$ cat src/rtl/twb_pkg.sv
package twb_pkg;

    typedef enum logic {
        FLT_STABLE  = 1'b0,
        FLT_QUALIFY = 1'b1
    } flt_state_t;

    typedef enum logic {
        BUS_FREE = 1'b0,
        BUS_BUSY = 1'b1
    } bus_state_t;

    typedef enum logic {
        TMR_IDLE  = 1'b0,
        TMR_COUNT = 1'b1
    } tmr_state_t;

    localparam int LINE_SCL = 0;
    localparam int LINE_SDA = 1;
    localparam int NUM_LINES = 2;

endpackage

$ cat src/rtl/twb_line_filter.sv
module twb_line_filter
    import twb_pkg::*;
#(
    parameter int FILT_LEN = 6
) (
    input  logic clk,
    input  logic rst_n,
    input  logic raw_i,
    output logic level_o
);
    localparam int CW = $clog2(FILT_LEN + 1);

    logic          sync1_q, sync2_q;
    flt_state_t    state_q, state_d;
    logic [CW-1:0] cnt_q, cnt_d;
    logic          level_q, level_d;

    // two-stage synchronizer, idles high like the bus
    always_ff @(posedge clk or negedge rst_n) begin
        if (!rst_n) begin
            sync1_q <= 1'b1;
            sync2_q <= 1'b1;
        end else begin
            sync1_q <= raw_i;
            sync2_q <= sync1_q;
        end
    end

    // state register
    always_ff @(posedge clk or negedge rst_n) begin
        if (!rst_n) begin
            state_q <= FLT_STABLE;
            cnt_q   <= '0;
            level_q <= 1'b1;
        end else begin
            state_q <= state_d;
            cnt_q   <= cnt_d;
            level_q <= level_d;
        end
    end

    // next state
    always_comb begin
        state_d = state_q;
        cnt_d   = cnt_q;
        level_d = level_q;
        unique case (state_q)
            FLT_STABLE: begin
                if (sync2_q != level_q) begin
                    if (FILT_LEN == 1) begin
                        level_d = sync2_q;
                    end else begin
                        state_d = FLT_QUALIFY;
                        cnt_d   = CW'(1);
                    end
                end
            end
            FLT_QUALIFY: begin
                if (sync2_q == level_q) begin
                    state_d = FLT_STABLE;
                    cnt_d   = '0;
                end else if (cnt_q == CW'(FILT_LEN - 1)) begin
                    state_d = FLT_STABLE;
                    cnt_d   = '0;
                    level_d = sync2_q;
                end else begin
                    cnt_d = cnt_q + CW'(1);
                end
            end
            default: begin
                state_d = FLT_STABLE;
                cnt_d   = '0;
            end
        endcase
    end

    assign level_o = level_q;

endmodule

$ cat src/rtl/twb_cond_fsm.sv
module twb_cond_fsm
    import twb_pkg::*;
(
    input  logic clk,
    input  logic rst_n,
    input  logic scl_f,
    input  logic sda_f,
    output logic scl_rise,
    output logic scl_fall,
    output logic start_det,
    output logic stop_det,
    output logic bus_idle
);
    logic       scl_p, sda_p;
    bus_state_t state_q, state_d;

    // previous filtered sample
    always_ff @(posedge clk or negedge rst_n) begin
        if (!rst_n) begin
            scl_p <= 1'b1;
            sda_p <= 1'b1;
        end else begin
            scl_p <= scl_f;
            sda_p <= sda_f;
        end
    end

    // state register
    always_ff @(posedge clk or negedge rst_n) begin
        if (!rst_n) state_q <= BUS_FREE;
        else        state_q <= state_d;
    end

    // outputs: conditions need SCL high in both samples
    always_comb begin
        scl_rise  = scl_f & ~scl_p;
        scl_fall  = ~scl_f & scl_p;
        start_det = scl_f & scl_p & sda_p & ~sda_f;
        stop_det  = scl_f & scl_p & ~sda_p & sda_f;
        bus_idle  = (state_q == BUS_FREE);
    end

    // next state
    always_comb begin
        state_d = state_q;
        unique case (state_q)
            BUS_FREE: if (start_det) state_d = BUS_BUSY;
            BUS_BUSY: if (stop_det)  state_d = BUS_FREE;
            default:                 state_d = BUS_FREE;
        endcase
    end

endmodule

$ cat src/rtl/twb_drive_timer.sv
module twb_drive_timer
    import twb_pkg::*;
#(
    parameter int HOLD_CYC = 32
) (
    input  logic clk,
    input  logic rst_n,
    input  logic fall_i,
    output logic drive_ok
);
    localparam int CW = $clog2(HOLD_CYC + 1);

    tmr_state_t    state_q, state_d;
    logic [CW-1:0] cnt_q, cnt_d;

    // state register
    always_ff @(posedge clk or negedge rst_n) begin
        if (!rst_n) begin
            state_q <= TMR_IDLE;
            cnt_q   <= '0;
        end else begin
            state_q <= state_d;
            cnt_q   <= cnt_d;
        end
    end

    // output
    always_comb begin
        drive_ok = (state_q == TMR_COUNT) && (cnt_q == CW'(HOLD_CYC));
    end

    // next state
    always_comb begin
        state_d = state_q;
        cnt_d   = cnt_q;
        if (fall_i) begin
            state_d = TMR_COUNT;
            cnt_d   = CW'(1);
        end else begin
            unique case (state_q)
                TMR_IDLE: cnt_d = '0;
                TMR_COUNT: begin
                    if (cnt_q == CW'(HOLD_CYC)) begin
                        state_d = TMR_IDLE;
                        cnt_d   = '0;
                    end else begin
                        cnt_d = cnt_q + CW'(1);
                    end
                end
                default: begin
                    state_d = TMR_IDLE;
                    cnt_d   = '0;
                end
            endcase
        end
    end

endmodule

$ cat src/rtl/twb_cond_detect.sv
module twb_cond_detect
    import twb_pkg::*;
#(
    parameter int FILT_LEN = 6,
    parameter int HOLD_CYC = 32
) (
    input  logic clk,
    input  logic rst_n,
    input  logic scl_i,
    input  logic sda_i,
    output logic scl_lvl,
    output logic sda_lvl,
    output logic scl_rise,
    output logic scl_fall,
    output logic start_det,
    output logic stop_det,
    output logic bus_idle,
    output logic drive_ok
);
    logic [NUM_LINES-1:0] raw_lines;
    logic [NUM_LINES-1:0] flt_lines;

    assign raw_lines[LINE_SCL] = scl_i;
    assign raw_lines[LINE_SDA] = sda_i;

    for (genvar g = 0; g < NUM_LINES; g++) begin : g_line
        twb_line_filter #(.FILT_LEN(FILT_LEN)) u_filt (
            .clk    (clk),
            .rst_n  (rst_n),
            .raw_i  (raw_lines[g]),
            .level_o(flt_lines[g])
        );
    end

    assign scl_lvl = flt_lines[LINE_SCL];
    assign sda_lvl = flt_lines[LINE_SDA];

    twb_cond_fsm u_cond (
        .clk      (clk),
        .rst_n    (rst_n),
        .scl_f    (flt_lines[LINE_SCL]),
        .sda_f    (flt_lines[LINE_SDA]),
        .scl_rise (scl_rise),
        .scl_fall (scl_fall),
        .start_det(start_det),
        .stop_det (stop_det),
        .bus_idle (bus_idle)
    );

    twb_drive_timer #(.HOLD_CYC(HOLD_CYC)) u_tmr (
        .clk     (clk),
        .rst_n   (rst_n),
        .fall_i  (scl_fall),
        .drive_ok(drive_ok)
    );

endmodule

$ cat config.mk
export PLATFORM = sky130hd
export DESIGN_NAME = twb_cond_detect
export DESIGN_NICKNAME = d
export VERILOG_FILES = /design/src/rtl/twb_pkg.sv /design/src/rtl/twb_line_filter.sv /design/src/rtl/twb_cond_fsm.sv /design/src/rtl/twb_drive_timer.sv /design/src/rtl/twb_cond_detect.sv
export SDC_FILE = /design/constraint.sdc
export NUM_CORES = 1
export LEC_CHECK = 0
export BUFFER_PORTS_ARGS = -buffer_cell sky130_fd_sc_hd__buf_2
export CAP_MARGIN = 5
export CORE_MARGIN = 1
export CORE_UTILIZATION = 35
export DETAILED_ROUTE_END_ITERATION = 8
export RECOVER_POWER = 100
export SLEW_MARGIN = 10
export SYNTH_ARGS = -nofsm -noshare
export SYNTH_HDL_FRONTEND = slang
export SYNTH_SLANG_ARGS = --single-unit
$ cat constraint.sdc
create_clock -name clk -period 1.5 [get_ports clk]
set_clock_uncertainty 0.05 [all_clocks]
set_input_delay 0 -clock clk [delete_from_list [all_inputs] [get_ports clk]]
set_output_delay 0 -clock clk [all_outputs]
set_load 0.1 [all_outputs]
==> run summary, run 1 <==
======================================================================================
Area of the die                                                           0.003130 mm2
Hold/Removal Path Class                                                       in2async
Final number of setup-violating endpoints                                           13
H-tree depth                                                                         1
Starting density of the core                                                    0.3693
Post-Synthesis Cells                                                                87
Clock sink total                                                                    24
Antenna violations before repair                                                     0
Result of the run                                                         complete, but fails checks
All-layer global routing usage                                                  0.1253
Most frequent cell after synthesis                                             dfrtp_1
Fraction of final layout cells sized beyond drive strength 1                    0.3621
Number of detailed-routing iterations run before antenna repair                      4
Commonest cells in the synthesized netlist                                16 x dfrtp_1, 8 x dfstp_2, 7 x inv_1, 7 x nand2_1, 5 x nor2_1
Library cell used as clock root buffer                                        clkbuf_4
Worst EP required                                                              1450 ps
Initial drt markers                                                                 21
Total leakage power                                                          0.6160 nW
Area added between synthesis and finish                                         36.98%
Number of distinct library cells after synthesis                                    27
Startpoint Class                                                                  flop
Share of flip-flops with an asynchronous set or reset                            1.000
Dominant combinational cell family by area after synthesis                simple AND/OR/NAND/NOR gates
Clock Path Buffers                                                                   2
Vias in the first global route                                                     674
EDFF count, synth                                                                    0
Count of state elements after synthesis                                             24
Final worst path period share                                                    1.198
Remaining routing DRC violations                                                     0
Ranking of synthesized cells by area                                      dfrtp_1 39%, dfstp_2 21%, mux2_2 3.3%, inv_1 2.6%, nand2_1 2.6%
HPWL Detailed                                                                  1181 um
Hold violation count in the final report                                             0
Start point of the critical path                                          u_tmr.cnt_q[0]
Final max-slew violation count                                                       0
Maximum number of pins on one net before global-route repair                        25
Unrepaired setup endpoints after global routing                                    yes
Sequential standard cell area                                                614.3 um2
First-pass GRT wire length                                                     2932 um
Overall die height                                                            55.95 um
Post-layout total power                                                       2.704 mW
Post-synthesis simple-gate area fraction                                        0.1560
Wire per inst                                                                 12.46 um
Biggest fanout along the worst timing path                                           2
Total number of vias                                                               717
Count of port buffers added during placement                                        11
Core Region                                                               0.002758 mm2
Setup CP Type                                                                  reg2out
Area share of fa/ha/maj cells after synthesis                                  0.02457
Cell type with the highest aggregate area in the netlist                       dfrtp_1
Smallest setup slack after layout                                            -296.9 ps
Source of the worst register-to-register timing path                      u_tmr.cnt_q[0]
Antenna cell count                                                                   0
Final core area utilization                                                     0.5059
Share of the synthesized area in the top cell type                              0.3931
Final routed wirelength across all metal layers                                1831 um
Final TNS setup                                                               -2488 ps
Die width                                                                     55.95 um
Post-synthesis share of cell area spent on xor and xnor gates                  0.05160
Tightest hold margin                                                          150.8 ps
Shortest period the worst path allows                                          1797 ps
Complex-gate fraction of the synthesized area                                  0.08968
Synth warn                                                                           0
Detailed-route vias per instance                                                 4.878
Highest Clock Rate                                                          0.5565 GHz
Maximum vdd ir drop                                                           945.9 uV
Top-level I/O count                                                                 12
Combined area of the multi-input logic cells                                 456.7 um2
Weighted congestion reported at the end of routability-driven placement         0.7031
Clk_lat worst skew                                                              310 ps
Placement row count                                                                 19
Transition time at the pin with the least slew margin                         591.7 ps
Proportion of synthesized chip area in sequential cells                         0.5995
Power density normalized to cell area                                      1938 mW/mm2
Number of nets produced by synthesis                                                93
Layout net count                                                                   123
Maximum Capacitance Violations                                                       0
FILL cells                                                                         245
Total clock buffers created by CTS                                                   3
Synthesized area                                                          0.001018 mm2
Violations in the final reports                                           negative setup slack
Mux share of post-synthesis cell area                                          0.05283
Max-slew headroom                                                               0.6055
Dominant synthesized flop cell                                                 dfrtp_1
Type of destination of the critical path                                  primary output
Clock tree from TritonCTS                                                        built
Antenna Nets Post-Route                                                              0
Post-synthesis average cell area                                             11.71 um2
Clock slew seen by the registers of the worst setup and hold paths              130 ps
Critical path data arrival time                                                1750 ps
Total grt overflow                                                                   0
======================================================================================
-- worst paths after layout --
check	slack, ps	endpoint	depth (start not counted)
worst max-delay path	-300	drive_ok	5
worst min-delay path	150	u_tmr.cnt_q[5]	2
worst max register to register	-240	u_tmr.cnt_q[2]	7
worst min register to register	310	g_line[1].u_filt.sync2_q	0
max in group asynchronous	860	g_line[1].u_filt.cnt_q[1]	2
min in group clk	280	g_line[0].u_filt.sync1_q	2
-- placed cells by master, fill, tap and decap left out, types with 4 or more instances in the layout --
master and instances:
a21oi_1 4, buf_4 8, clkbuf_4 4, dfrtp_1 16, dfstp_2 6, inv_1 7, nand2_1 6, nor2_1 5
-- what timing repair did --
action / in CTS / in global routing
resized for setup: 7 / 6
hold buffers: 3 / 0
setup buffers: 4 / 2
hold endpoints to repair: 26 / 0
setup endpoints to repair: 9 / 13
pin swaps: 5 / 5
-- metrics by stage --
stage	cells	worst slack, ps	area [um2]
2_1_floorplan	87	-616.7	1070
5_1_grt	147	-392.9	1395
6_report	147	-296.9	1395
3_3_place_gp	134	12.85	1261
4_1_cts	145	-323.7	1389
3_5_place_dp	134	-33.21	1261
-- where the power goes --
group	internal (mW)	switching, mW	total [mW]
clock	0.148	0.189	0.337
combinational	0.525	0.765	1.29
sequential	0.881	0.196	1.08
-- metal layers --
metal  part of all wire  vias to the layer above  track usage  routed length (um)
met1               0.45                      347       0.1568                 827
li1                   -                      353            -                   -
met5                  0                        -            0                   0
met3              0.032                        4      0.04884                  58
met2               0.49                       13       0.1910                 903
met4              0.023                        0      0.05923                  42
-- flip-flops by register name, summed over array words and instances, names as in the netlist --
signal                 cells
u_cond.state_q             1
g_line.u_filt.level_o      2
g_line.u_filt.sync1_q      2
u_tmr.state_q              1
g_line.u_filt.cnt_q        6
u_tmr.cnt_q                6
u_cond.sda_p               1
u_cond.scl_p               1
g_line.u_filt.sync2_q      2
g_line.u_filt.state_q      2
-- cell families after synthesis --
logic type | after synthesis
AO/OA/AOI/OAI | 14
XOR/XNOR | 6
adder cells (fa/ha/maj) | 2
buffers and inverters | 7
flip-flops | 24
multiplexers | 5
AND/OR/NAND/NOR | 29
-- critical path, stage by stage (launching register included) --
cell     delay (ps)
dfrtp_1         400
inv_1            60
ha_1            130
or4b_4          480
nor3_4          170
buf_12          200
-- area by class of cell --
cell class | count | share of cell area
sequential | 24 | 0.4404
tap | 31 | 0.02780
multi-input combinational | 56 | 0.3274
clock buffer | 4 | 0.02601
inverter | 7 | 0.01883
timing repair buffer | 25 | 0.1596
Power figures use the tool's default switching activity.
==> run 2: changes to the inputs <==
==> constraint.sdc (replaced) <==
create_clock -name clk -period 2 [get_ports clk]
set_clock_uncertainty 0.05 [all_clocks]
set_input_delay 0 -clock clk [delete_from_list [all_inputs] [get_ports clk]]
set_output_delay 0 -clock clk [all_outputs]
set_load 0.1 [all_outputs]
==> run 2 against run 1 <==
Compared with the run above: the run now ends clean; die area unchanged; worst setup slack better by 420 ps; critical path depth down 2; non-clock buffer count down 11; worst hold slack better by 110 ps; sequential cell count unchanged; design area down 11%; first-iteration DRC count down 14%; utilization down 5.5 points; final cell count down 7.5%; sequential share of layout area up 5.4 points; largest power group is now registers.
==> run summary, run 2 (synthesized netlist as in run 1, its figures left out) <==
======================================================================================
Source of the worst register-to-register timing path                      u_tmr.cnt_q[0]   unchanged
Antenna cell count                                                                   0   unchanged
Area of the die                                                           0.003130 mm2   unchanged
Result of the run                                                         finished clean   was complete, but fails checks
Leading cell type in the layout, fill and taps excluded                        dfrtp_1   unchanged
Worst min-delay path startpoint                                                  scl_i
Overall die height                                                            55.95 um   unchanged
Final max-slew violation count                                                       0   unchanged
Fraction of final layout cells sized beyond drive strength 1                    0.2667   was 0.3621
FILL cells                                                                         266   was 245
Post-layout total power                                                       1.902 mW   was 2.704 mW
Wire per inst                                                                 11.91 um   was 12.46 um
Worst slack at placement                                                      429.4 ps   was -33.21 ps
Critical-path top delay cell                                                   dfstp_4   was or4b_4
Start point of the critical path                                          g_line[0].u_filt.level_o   was u_tmr.cnt_q[0]
H-tree depth                                                                         1   unchanged
Unrepaired setup endpoints after global routing                                     no   was yes
Sequence of cells on the critical path                                    nand2_1, nor3b_4, clkbuf_2   was inv_1, ha_1, or4b_4, nor3_4, buf_12
Final routed wirelength across all metal layers                                1620 um   was 1831 um
Hold/Removal Path Class                                                         in2reg   was in2async
Crit-path max cell delay                                                        680 ps   was 480 ps
Total number of vias                                                               678   was 717
Final number of setup-violating endpoints                                            0   was 13
First-pass GRT wire length                                                     2628 um   was 2932 um
Library cell used as clock root buffer                                        clkbuf_4   unchanged
Total leakage power                                                          0.5466 nW   was 0.6160 nW
Antenna Nets Post-Route                                                              0   unchanged
Startpoint Class                                                                  flop   unchanged
Top-level I/O count                                                                 12   unchanged
Placement row count                                                                 19   unchanged
Maximum Capacitance Violations                                                       0   unchanged
Clock Path Buffers                                                                   2   unchanged
Vias in the first global route                                                     597   was 674
HPWL Detailed                                                                  1137 um   was 1181 um
Highest-count cells in the layout ignoring fill and taps                  16 x dfrtp_1, 7 x inv_1, 7 x nand2_1   was 16 x dfrtp_1, 8 x buf_4, 7 x inv_1
Core Region                                                               0.002758 mm2   unchanged
Remaining routing DRC violations                                                     0   unchanged
Highest Clock Rate                                                          0.5334 GHz
All-layer global routing usage                                                  0.1132   was 0.1253
Antenna violations before repair                                                     0   unchanged
Layout net count                                                                   112   was 123
Combined area of the multi-input logic cells                                 412.9 um2   was 456.7 um2
Smallest setup slack after layout                                             125.2 ps   was -296.9 ps
Power density normalized to cell area                                      1531 mW/mm2   was 1938 mW/mm2
Count of port buffers added during placement                                        11   unchanged
Critical path data arrival time                                                1820 ps   was 1750 ps
Registers with the most flip-flops                                        g_line.u_filt.cnt_q x6, u_tmr.cnt_q x6   unchanged
Maximum vdd ir drop                                                            1091 uV   was 945.9 uV
Area added between synthesis and finish                                         21.99%   was 36.98%
Sequential standard cell area                                                614.3 um2   unchanged
Tightest hold margin                                                          265.3 ps   was 150.8 ps
Clock tree from TritonCTS                                                        built   unchanged
Detailed-route vias per instance                                                 4.985   was 4.878
Transition time at the pin with the least slew margin                          1251 ps   was 591.7 ps
Initial drt markers                                                                 18   was 21
Starting density of the core                                                    0.3693   unchanged
Weighted congestion reported at the end of routability-driven placement         0.8216   was 0.7031
Final core area utilization                                                     0.4505   was 0.5059
Number of detailed-routing iterations run before antenna repair                      4   unchanged
Total clock buffers created by CTS                                                   3   unchanged
Biggest fanout along the worst timing path                                           8   was 2
Shortest period the worst path allows                                          1875 ps
Max-slew headroom                                                               0.1658   was 0.6055
Die width                                                                     55.95 um   unchanged
Clk_lat worst skew                                                              310 ps   about the same
Final worst path period share                                                   0.9374
Final TNS setup                                                                   0 ps   was -2488 ps
Hold violation count in the final report                                             0   unchanged
Clock sink total                                                                    24   unchanged
Total grt overflow                                                                   0   unchanged
Maximum number of pins on one net before global-route repair                        25   unchanged
Type of destination of the critical path                                  primary output   unchanged
Clock slew seen by the registers of the worst setup and hold paths              130 ps   about the same
Post-CTS sizing                                                                      0   was 7
Worst EP required                                                              1950 ps   was 1450 ps
Setup CP Type                                                                  reg2out   unchanged
======================================================================================
==> run 2: stage by stage <==
stage / cell area, um2 / std cells
5_1_grt: 1242 / 136
2_1_floorplan: 1059 / 87
3_5_place_dp: 1167 / 129
6_report: 1242 / 136
4_1_cts: 1250 / 136
3_3_place_gp: 1167 / 129
==> run 2: power breakdown <==
part / total, mW / switching (mW) / internal (mW)
logic: 0.727 / 0.484 / 0.243
registers: 0.827 / 0.166 / 0.661
clock network: 0.348 / 0.145 / 0.203
total: 1.90 / 0.794 / 1.11
==> run 2: area by class of cell <==
cell class	count	share of cell area
Inverter	7	0.02115
Timing Repair Buffer	14	0.07855
Clock buffer	3	0.01813
Clock inverter	1	0.02417
Tap cell	31	0.03122
Multi-Input combinational cell	56	0.3323
Sequential cell	24	0.4945
==> run 2: final timing paths <==
kind,to,slack (ps),cells after the start
min,g_line[0].u_filt.sync1_q,270,2
min reg2reg,g_line[0].u_filt.sync2_q,320,0
max,stop_det,130,3
max in group asynchronous,g_line[0].u_filt.state_q,750,2
max reg2reg,u_tmr.cnt_q[2],310,5
min in group asynchronous,g_line[1].u_filt.cnt_q[0],410,2
==> run 2: critical path, delay by kind of cell, from the launching register on <==
kind / cells / cell delay (ps)
flops: 1 / 680
buf+inv: 1 / 480
simple gates: 2 / 350
==> run 2: routing by layer <==
layer	part of all wire	GRT usage	vias up
met3	0.039	0.05116	4
met4	0.015	0.05226	0
met5	0	0	-
met1	0.46	0.1346	326
met2	0.48	0.1756	13
li1	-	-	335
==> run 2: timing repair <==
| item | CTS | global route |
|---|---|---|
| setup endpoints to repair | 0 | 0 |
| endpoints found under the hold margin | 26 | 0 |
| buffers inserted | 0 | 0 |
| hold buffers | 3 | 0 |
==> run 3: changes to the inputs <==
--- a/config.mk
+++ b/config.mk
@@ -5,6 +5,7 @@
 export SDC_FILE = /design/constraint.sdc
 export NUM_CORES = 1
 export LEC_CHECK = 0
+export ABC_AREA = 1
 export BUFFER_PORTS_ARGS = -buffer_cell sky130_fd_sc_hd__buf_2
 export CAP_MARGIN = 5
 export CORE_MARGIN = 1
==> constraint.sdc (replaced) <==
create_clock -name clk -period 2.1 [get_ports clk]
set_clock_uncertainty 0.05 [all_clocks]
set_input_delay 0 -clock clk [delete_from_list [all_inputs] [get_ports clk]]
set_output_delay 0 -clock clk [all_outputs]
set_load 0.1 [all_outputs]
==> run 3 against run 2 <==
Compared with the run above: wire length rose by 6.3%; register-to-register slack improved by 440 ps; final cell count rose by 23%; sequential power fell by 3.0%.
==> run summary, run 3 <==
======================================================================================
Clock Path Buffers                                                                   2   unchanged
EDFF count, synth                                                                    0   unchanged
Antenna cell count                                                                   0   unchanged
Transition time at the pin with the least slew margin                          1197 ps   was 1251 ps
Vias in the first global route                                                     762   was 597
HPWL Detailed                                                                  1270 um   was 1137 um
Clk_lat worst skew                                                              310 ps   about the same
Placed instance area                                                      0.001154 mm2   was 0.001167 mm2
Library cell used as clock root buffer                                        clkbuf_4   unchanged
Top-level I/O count                                                                 12   unchanged
Dominant combinational cell family by area after synthesis                simple AND/OR/NAND/NOR gates   unchanged
Combinational group share of total power                                         0.444   was 0.382
Shortest period the worst path allows                                          1792 ps
Weighted congestion reported at the end of routability-driven placement         0.8245   was 0.8216
Final core area utilization                                                     0.4260   was 0.4505
Proportion of synthesized chip area in sequential cells                         0.5789   was 0.5995
Total internal power                                                         0.9085 mW   was 1.107 mW
Initial drt markers                                                                 49   was 18
Total leakage power                                                          0.6124 nW   was 0.5466 nW
FILL cells                                                                         269   was 266
Post-synthesis simple-gate area fraction                                        0.2586   was 0.1560
Final worst path period share                                                   0.8533
Die width                                                                     56.90 um   was 55.95 um
Core Region                                                               0.002805 mm2   was 0.002758 mm2
Complex-gate fraction of the synthesized area                                  0.04982   was 0.08968
Most frequent cell after synthesis                                             nand2_1   was dfrtp_1
Worst slack at placement                                                      704.5 ps   was 429.4 ps
Commonest cells in the synthesized netlist                                28 x nand2_1, 17 x inv_1, 16 x dfrtp_1   was 16 x dfrtp_1, 8 x dfstp_2, 7 x inv_1, 7 x nand2_1, 5 x nor2_1
Maximum Capacitance Violations                                                       0   unchanged
Clock sink total                                                                    24   unchanged
Overall die height                                                            56.90 um   was 55.95 um
Switching component of the power                                             0.8911 mW   was 0.7945 mW
Area of the die                                                           0.003237 mm2   was 0.003130 mm2
Max-slew headroom                                                               0.2022   was 0.1658
Post-layout total power                                                       1.800 mW   was 1.902 mW
Number of detailed-routing iterations run before antenna repair                      4   unchanged
Post-synthesis share of cell area spent on xor and xnor gates                  0.02491   was 0.05160
Starting density of the core                                                    0.3760   was 0.3693
Final routed wirelength across all metal layers                                1722 um   was 1620 um
Cell depth of the worst flop-to-flop path                                            6   was 5
Smallest setup slack after layout                                             308.0 ps   was 125.2 ps
All-layer global routing usage                                                  0.1275   was 0.1132
First-pass GRT wire length                                                     3125 um   was 2628 um
Post-synthesis average cell area                                             8.939 um2   was 11.71 um2
Sequential standard cell area                                                610.6 um2   was 614.3 um2
Type of destination of the critical path                                  primary output   unchanged
Highest Clock Rate                                                          0.5580 GHz
Fraction of final layout cells sized beyond drive strength 1                    0.1544   was 0.2667
Antenna violations before repair                                                     0   unchanged
Ranking of synthesized cells by area                                      dfrtp_1 38%, dfstp_2 20%, nand2_1 10%, inv_1 6.0%, nor2_1 4.3%   was dfrtp_1 39%, dfstp_2 21%, mux2_2 3.3%, inv_1 2.6%, nand2_1 2.6%
Final number of setup-violating endpoints                                            0   unchanged
Hold violation count in the final report                                             0   unchanged
Antenna Nets Post-Route                                                              0   unchanged
Hold/Removal Path Class                                                         in2reg   unchanged
Worst hold path stage count                                                          2   unchanged
Synth warn                                                                           0   unchanged
Biggest fanout along the worst timing path                                           4   was 8
Total clock buffers created by CTS                                                   3   unchanged
Post-Synthesis Cells                                                               118   was 87
Count of port buffers added during placement                                        11   unchanged
Final max-slew violation count                                                       0   unchanged
Slack of the worst reg-to-reg path                                              750 ps   was 310 ps
Layout net count                                                                   143   was 112
Wire per inst                                                                 10.31 um   was 11.91 um
Clock tree from TritonCTS                                                        built   unchanged
H-tree depth                                                                         1   unchanged
Maximum vdd ir drop                                                           629.6 uV   was 1091 uV
Area added between synthesis and finish                                         13.29%   was 21.99%
Cell type with the highest aggregate area in the netlist                       dfrtp_1   unchanged
Detailed-route vias per instance                                                 4.659   was 4.985
Unrepaired setup endpoints after global routing                                     no   unchanged
Number of nets produced by synthesis                                               124   was 93
Maximum number of pins on one net before global-route repair                        25   unchanged
Result of the run                                                         finished clean   unchanged
Share of flip-flops with an asynchronous set or reset                            1.000   unchanged
Final design area excluding fillers                                       0.001195 mm2   was 0.001242 mm2
Reg power frac                                                                   0.446   was 0.435
Dominant synthesized flop cell                                                 dfrtp_1   unchanged
Switching Share                                                                 0.4952   was 0.4177
Placement row count                                                                 19   unchanged
Mux share of post-synthesis cell area                                                0   was 0.05283
Post-CTS setup repair buffer count                                                   0   unchanged
Startpoint Class                                                                  flop   unchanged
Leading cell type in the layout, fill and taps excluded                        nand2_1   was dfrtp_1
Remaining routing DRC violations                                                     0   unchanged
Total number of vias                                                               778   was 678
Clock slew seen by the registers of the worst setup and hold paths              110 ps   was 130 ps
Power density normalized to cell area                                      1506 mW/mm2   was 1531 mW/mm2
Share of total power in the clock network                                        0.111   was 0.183
Registers with the most flip-flops                                        g_line.u_filt.cnt_q x6, u_tmr.cnt_q x6   unchanged
Synthesized area                                                          0.001055 mm2   was 0.001018 mm2
Critical path data arrival time                                                1740 ps   was 1820 ps
Count of state elements after synthesis                                             24   unchanged
Highest-count cells in the layout ignoring fill and taps                  30 x nand2_1, 18 x inv_1, 16 x dfrtp_1   was 16 x dfrtp_1, 7 x inv_1, 7 x nand2_1
Worst EP required                                                              2050 ps   was 1950 ps
Share of the synthesized area in the top cell type                              0.3796   was 0.3931
Setup CP Type                                                                  reg2out   unchanged
Number of distinct library cells after synthesis                                    17   was 27
Area share of fa/ha/maj cells after synthesis                                  0.02372   was 0.02457
Total grt overflow                                                                   0   unchanged
Combined area of the multi-input logic cells                                 369.1 um2   was 412.9 um2
Tightest hold margin                                                          282.0 ps   was 265.3 ps
======================================================================================
## run 3: per-stage QoR
step	std cells	TNS [ps]
6_report	167	0
5_1_grt	167	0
4_1_cts	167	0
3_5_place_dp	160	0
3_3_place_gp	160	0
2_1_floorplan	118	-158.3
## run 3: worst paths after layout
path,start,endpoint
worst max-delay path,u_cond.scl_p,scl_fall
worst min-delay path,scl_i,g_line[0].u_filt.sync1_q
worst max register to register,g_line[0].u_filt.level_o,g_line[0].u_filt.cnt_q[2]
worst min register to register,g_line[0].u_filt.sync1_q,g_line[0].u_filt.sync2_q
max in group asynchronous,rst_n,u_tmr.cnt_q[1]
min in group asynchronous,rst_n,g_line[1].u_filt.cnt_q[2]
## run 3: timing repair
item,4_1_cts,5_1_grt
hold endpoints to repair,26,0
gates resized for setup,0,0
setup endpoints to repair,0,0
hold buffers,3,0
## run 3: kinds of logic (layout without fill, tap and decap cells)
logic type	Yosys count	count (layout)
simple gates	61	61
buf+inv	18	36
xor+xnor	3	3
flops	24	24
fa+ha+maj	2	2
compound gates	10	10
## run 3: worst max-delay path, cell delays in order, from the launching register on
cell and delay (ps):
dfstp_1 600, inv_1 50, nor2_1 270, clkbuf_2 520
## run 3: power by group through the flow
stage,clock network (mW),logic (mW),registers [mW]
after detailed placement,0,0.825,0.820
after global placement,0,0.805,0.816
after CTS,0.213,0.829,0.817
final,0.199,0.799,0.802
after global routing,0.229,0.883,0.838
after floorplan,0,0.557,0.930
## run 3: final cells by class
class	instances	area share
timing repair buffer	14	0.06911
sequential	24	0.5110
inverter	18	0.05654
multi-input combinational	76	0.3089
tap	31	0.03246
clock buffer	4	0.02199
## run 3: routing by layer
layer,share of wire,up-vias,global-route usage
li1,-,407,-
met1,0.45,360,0.1541
met2,0.52,9,0.2134
met3,0.021,2,0.02765
met4,0.0087,0,0.06272
met5,0,-,0
